==> src/rtl/readback_monitor.sv <==
module readback_monitor #(
  parameter int NCH         = 4,
  parameter int SEL_W       = 3,
  parameter int GATE_CYCLES = 16,
  parameter logic [NCH-1:0]       BOTH_LEVELS = 4'b0010,
  parameter logic [NCH*SEL_W-1:0] FUNC_CODES  = {3'd4, 3'd3, 3'd2, 3'd1}
) (
  input  logic                 clk,
  input  logic                 rst_n,
  input  logic [NCH-1:0]       cmd_lvl,
  input  logic [NCH-1:0]       pad_lvl,
  input  logic [NCH*SEL_W-1:0] func_sel,
  input  logic [NCH-1:0]       chan_en,
  input  logic [NCH-1:0]       clr_w1c,
  input  logic [NCH-1:0]       irq_mask,
  output logic [NCH-1:0]       status,
  output logic                 irq
);
  localparam int GW = $clog2(GATE_CYCLES + 1);
  localparam logic [GW-1:0] GATE_LOAD = GW'(GATE_CYCLES);

  logic [NCH-1:0]         pad_s1, pad_s2, cmd_d1, cmd_d2;
  logic [NCH*SEL_W-1:0]   sel_q;
  logic [NCH-1:0][GW-1:0] gate_cnt;
  logic [NCH-1:0]         sel_chg, sel_hit, gate_open, level_err, mismatch;

  always_ff @(posedge clk or negedge rst_n) begin
    if (!rst_n) begin
      pad_s1 <= '0;
      pad_s2 <= '0;
      cmd_d1 <= '0;
      cmd_d2 <= '0;
      sel_q  <= '0;
      status <= '0;
    end else begin
      pad_s1 <= pad_lvl;
      pad_s2 <= pad_s1;
      cmd_d1 <= cmd_lvl;
      cmd_d2 <= cmd_d1;
      sel_q  <= func_sel;
      status <= (status & ~clr_w1c) | mismatch;
    end
  end

  for (genvar i = 0; i < NCH; i++) begin : g_ch
    assign sel_chg[i]   = func_sel[i*SEL_W +: SEL_W] != sel_q[i*SEL_W +: SEL_W];
    assign sel_hit[i]   = func_sel[i*SEL_W +: SEL_W] == FUNC_CODES[i*SEL_W +: SEL_W];
    assign gate_open[i] = gate_cnt[i] == '0;

    if (BOTH_LEVELS[i]) begin : g_both
      assign level_err[i] = cmd_d2[i] ^ pad_s2[i];
    end else begin : g_low
      assign level_err[i] = ~cmd_d2[i] & pad_s2[i];
    end

    assign mismatch[i] = chan_en[i] & sel_hit[i] & gate_open[i] & ~sel_chg[i] & level_err[i];

    always_ff @(posedge clk or negedge rst_n) begin
      if (!rst_n)
        gate_cnt[i] <= GATE_LOAD;
      else if ((cmd_lvl[i] != cmd_d1[i]) || sel_chg[i])
        gate_cnt[i] <= GATE_LOAD;
      else if (!gate_open[i])
        gate_cnt[i] <= gate_cnt[i] - 1'b1;
    end
  end

  assign irq = |(status & irq_mask);
endmodule


==> config.mk <==
export PLATFORM = sky130hd
export DESIGN_NAME = readback_monitor
export DESIGN_NICKNAME = d
export VERILOG_FILES = /design/src/rtl/readback_monitor.sv
export SDC_FILE = /design/constraint.sdc
export NUM_CORES = 1
export LEC_CHECK = 0
export BUFFER_PORTS_ARGS = -buffer_cell sky130_fd_sc_hd__buf_2
export CORE_ASPECT_RATIO = 1.4
export CORE_MARGIN = 2
export CORE_UTILIZATION = 35
export DETAILED_ROUTE_END_ITERATION = 6
export SYNTH_ARGS = -nofsm -noshare
export SYNTH_HDL_FRONTEND = slang
export SYNTH_SLANG_ARGS = --single-unit
==> constraint.sdc <==
create_clock -name clk -period 4.5 [get_ports clk]
set_input_delay 0.45 -clock clk [delete_from_list [all_inputs] [get_ports clk]]
set_output_delay 0.45 -clock clk [all_outputs]
set_load 0.005 [all_outputs]
Word level (Yosys, flattened, before mapping)
Cells that the tools add are included.
{"block": "word_totals", "reg_bits": 52, "input_bits": 34, "out_inout_bits": 5, "wordCells": 78}
{"block": "classes", "n_addsub": 4, "n_eq_ne": 16, "mux": 8, "bitwise": 31, "reduce_logical": 9}
{"cell": "2-to-1 mux 5 bit", "count": 8}
{"cell": "zero test 5 bit", "count": 4}
{"cell": "subtractor 5 x 1 -> 5 bit, second input constant", "count": 4}
{"cell": "AND 1 bit", "count": 19}
{"cell": "!= test 3 bit", "count": 4}
{"cell": "AND 4 bit", "count": 2}
{"cell": "!= test 2 x 1 -> 1 bit, second input constant", "count": 4}
{"cell": "NOT 1 bit", "count": 7}
{"cell": "equality test 3 x 2 -> 1 bit, second input constant", "count": 2}
{"cell": "logical OR 1 bit", "count": 4}
{"cell": "!= test 1 bit", "count": 4}
{"cell": "NOT 4 bit", "count": 1}
{"cell": "bitwise OR 4 bit", "count": 1}
{"cell": "OR reduction 4 bit", "count": 1}
{"cell": "equality test 3 x 1 -> 1 bit, second input constant", "count": 1}
{"cell": "equality test 3 bit, second input constant", "count": 1}
{"cell": "XOR 1 bit", "count": 1}

Logic depth before layout (Yosys ltp)
{"block": "logic_depth", "ltp_word": 6, "ltp_mapped": 6, "depth_no_buf": 5}

Worst setup path after synthesis
No wires, ideal clock.
{"block": "synth_path", "path_kind": "reg2reg", "from": "register gate_cnt[15] in the netlist's numbering", "to": "register status[3]", "setup_ps": 80, "t_arrival_ps": 1692, "required_ps": 4420, "setup_slack_ps": 2728, "stages_incl_launch_ff": 7, "n_path_buf": 1, "synth_period_minus_slack_ps": 1772, "cell_sequence": "dfrtp_1 inv_1 ha_1 or4b_1 buf_2 or4_1 o22ai_2"}
{"block": "synth_between", "elab_chain_len": 5}
{"item": "start: declaration", "line": "24", "source": "logic [NCH-1:0][GW-1:0] gate_cnt;"}
{"item": "start signal: indexed assignment", "line": "64", "source": "gate_cnt[i] <= gate_cnt[i] - 1'b1;"}
{"item": "zero test 5 bit", "line": "48", "source": "assign gate_open[i] = gate_cnt[i] == '0;"}
{"item": "AND 1 bit (3 in a row)", "line": "56", "source": "assign mismatch[i] = chan_en[i] & sel_hit[i] & gate_open[i] & ~sel_chg[i] & level_err[i];"}
{"item": "bitwise OR 4 bit", "line": "41", "source": "status <= (status & ~clr_w1c) | mismatch;"}
{"item": "end signal: assignment", "line": "41"}
{"item": "end: declaration", "line": "16", "source": "output logic [NCH-1:0] status,"}
Every way passes these cells.
A chain may end at the register's enable or synchronous reset.

Final worst setup path
Same ends and word-level chain as after synthesis.

==> impl_metrics.yaml <==
logic_synthesis:
  ys_seq_elements: 52
  ys_warn_count: 0
  post_synth_and_or_nand_nor_area_fraction_pct: 16.7
  synth_top_family_by_area: "simple AND/OR/NAND/NOR gates"
  synth_top_area_share_pct: 56.9
  synth_top_area_cells: "dfrtp_1 57%, xnor2_1 8.7%, dfstp_2 5.0%"
  synth-compound-area-share_pct: 7.05
  synth.mux.area_fraction_pct: 0
  syn_avg_cell_area_um2: 12.1
  area_leader_netlist: "dfrtp_1"
  netlist_instances: 174
  synth-adder-area-share_pct: 2.37
  synth.lib_cells_used.distinct: 28
  synthesis.nets: 212
  syn_area_um2: 2110
  seq_area_frac_synth_pct: 61.9
  synth_xor_xnor_area_share_pct: 9.13
grt:
  grt_pass1_vias: 1385
  globalRoute.totalOverflow: 0
  antenna_found_initial: 0
  track_usage_pct: 11.7
  grt_max_degree: 53
  grt_first_pass_wirelength_um: 6200
clocking:
  clock_tree_from_tritoncts: "built"
  cts_setup_buffers: 0
  clock_tree.htree_level_count: 2
  cts.sink_count: 52
  worst_skew_pair.late_latency_ns: 0.30
  cts.root.buffer_cell: "clkbuf_8"
  cts_resized: 0
  path_clk_slew_ns: 0.09
  postCtsHoldBufs: 0
  cts_made_buffers: 5
  ctsLongestPathBuffers: 2
critical_path:
  cp_slowest_cell: "or4b_1"
  criticalPathCategory: "reg2reg"
  setup.worst_path.start_class: "register"
  r2r_setup_slack_ns: 2.64
  max_stage_delay_ns: 0.56
  worst_path_dominant_cell_family: "simple AND/OR/NAND/NOR gates"
  crit-reg2reg-launch: "gate_cnt[15]$_DFFE_PN0P_"
  ff_to_ff_end: "status[3]$_DFF_PN0_"
  worstPathCellList: "inv_1 -> ha_1 -> or4b_1 -> or4_1 -> o22ai_2"
  setup.worst_path.end_class: "register"
  critical_path_buf_inv_count: 1
  worstPathArrival_ns: 2.08
  r2r_cells: 5
  required_ns: 4.72
  critical_path_fanouts_max: 5
finish:
  antennaDiodeCount: 0
  layout_cells_sized_above_1_pct: 24.9
  multi_input_area_um2: 743
  final_common_cell: "dfrtp_1"
  final_cells: 287
  area.sequential_um2: 1310
  nFillCells: 575
  utilization_pct: 42.0
  areaGrowthSynthToFinish_pct: 16.8
  layout_common_cells: "48 x dfrtp_1, 38 x buf_2, 21 x xnor2_1"
  finish.net_count: 254
timing:
  grt_setup_unrepaired: "no"
  period_needed_ns: 1.86
  setup_violations: 0
  maxSlewHeadroom_pct: 57.9
  max_freq_mhz: 537
  layout_worst_path_cycle_share_pct: 41.4
  max_slew.worst_pin.slew_ns: 0.632
  timing.final.hold_violations: 0
  finalSetupTns_ns: 0
  fin_worst_skew_ns: 0.00845
  slew_viol_final: 0
floorplanning:
  core-area_um2: 5860
  number_of_standard_cell_rows_in_the_floorplan: 33
  i_o_pin_cnt: 39
  dieHeight_um: 95.9
  floorplan.die_area_um2: 6680
  initial_core_util_pct: 36.0
  floorplan.die.width_um: 69.6
place:
  post-dp-hpwl_um: 2720
  gp_congestion: 0.749
  number_of_buffer_cells_added_on_primary_ports: 38
  place_inst: 279
routing:
  detail_route.first_pass.iterations: 4
  routed_wire_length_per_instance_um: 12.7
  ant_nets: 0
  wl_met1_um: 1630
  routed-wl-met2_um: 1770
  detail_route.drc_violations: 0
  met3WireLength_um: 209
  totalWireLength_um: 3640
  routed-via-count: 1389
  via_per_inst: 4.84
  drtIter0Drc: 25
  top_layer: "met4"
power:
  power_density_nw_per_um2: 348
  static-leakage-power_nw: 1.11
  peakVddDrop_mv: 0.233
run:
  timing.max_cap.violations: 0
status:
  outcome: "finished, final reports clean"
worst_hold_path:
  hold_path_class: "in2async"
==> power by group <==
group | switching [mW] | total [mW] | leakage (nW) | internal [mW]
clock network | 0.149 | 0.258 | 0.0412 | 0.109
registers | 0.0135 | 0.504 | 0.644 | 0.491
logic | 0.0495 | 0.0969 | 0.420 | 0.0474
==> cells in the mapped netlist (all sizes together) <==
cell,instances
nand2b,9
clkbuf,3
a211oi,4
o22ai,1
o32ai,3
nand2,5
or4,1
a21oi,7
nor2,13
a22oi,2
inv,12
buf,1
nand3,5
nor4bb,2
or4b,4
nand4b,1
dfstp,4
xnor2,21
xor2,1
ha,4
nand4,5
nor3,4
dfrtp,48
nor3b,1
a21o,4
or2b,1
nand3b,8
==> routing by layer <==
metal  GRT usage, %  vias to the layer above
met4           4.33                        0
met5              0                        -
li1               -                      680
met3           3.77                        2
met1           14.7                      680
met2           19.2                       27
==> cell families after synthesis <==
| family | Yosys count |
|---|---|
| xor gates and xnor gates | 22 |
| AOI/OAI and AO/OA | 21 |
| adders and majority gates | 4 |
| buffers and inverters | 16 |
| DFF | 52 |
| and+or+nand+nor | 59 |
==> registers in the layout (all words and copies together), names as in the netlist <==
name and flops:
cmd_d2 4, status 4, pad_s1 4, sel_q 12, pad_s2 4, cmd_d1 4, gate_cnt 20
==> cell type report <==
cell class	instances	share of cell area [%]
clock inverters	2	0.508
clock buffers	6	2.94
multi-input cells	106	30.2
repair buffers	39	8.02
well taps	70	3.55
flip-flops and latches	52	53.0
inverters	12	1.83
==> worst max path at each step <==
stage / start / end / cells after the start
final: gate_cnt[15]$_DFFE_PN0P_ / status[3]$_DFF_PN0_ / 5
after global routing: gate_cnt[15]$_DFFE_PN0P_ / status[3]$_DFF_PN0_ / 5
after CTS: gate_cnt[15]$_DFFE_PN0P_ / status[3]$_DFF_PN0_ / 5
after detailed placement: gate_cnt[15]$_DFFE_PN0P_ / status[3]$_DFF_PN0_ / 5
after global placement: gate_cnt[15]$_DFFE_PN0P_ / status[3]$_DFF_PN0_ / 5
after floorplan: gate_cnt[15]$_DFFE_PN0P_ / status[3]$_DFF_PN0_ / 6
==> through the flow <==
step | setup slack [ns] | total power, mW | area (µm²) | hold WS (ns)
after CTS | 2.65 | 0.871 | 2460 | 0.239
after global placement | 2.71 | 0.610 | 2380 | 0.332
after global routing | 2.54 | 0.902 | 2460 | 0.231
final | 2.64 | 0.859 | 2460 | 0.236
after detailed placement | 2.66 | 0.613 | 2380 | 0.335
after floorplan | 2.73 | 0.571 | 2110 | 0.154
No activity file was read; power rests on OpenSTA's default activity.
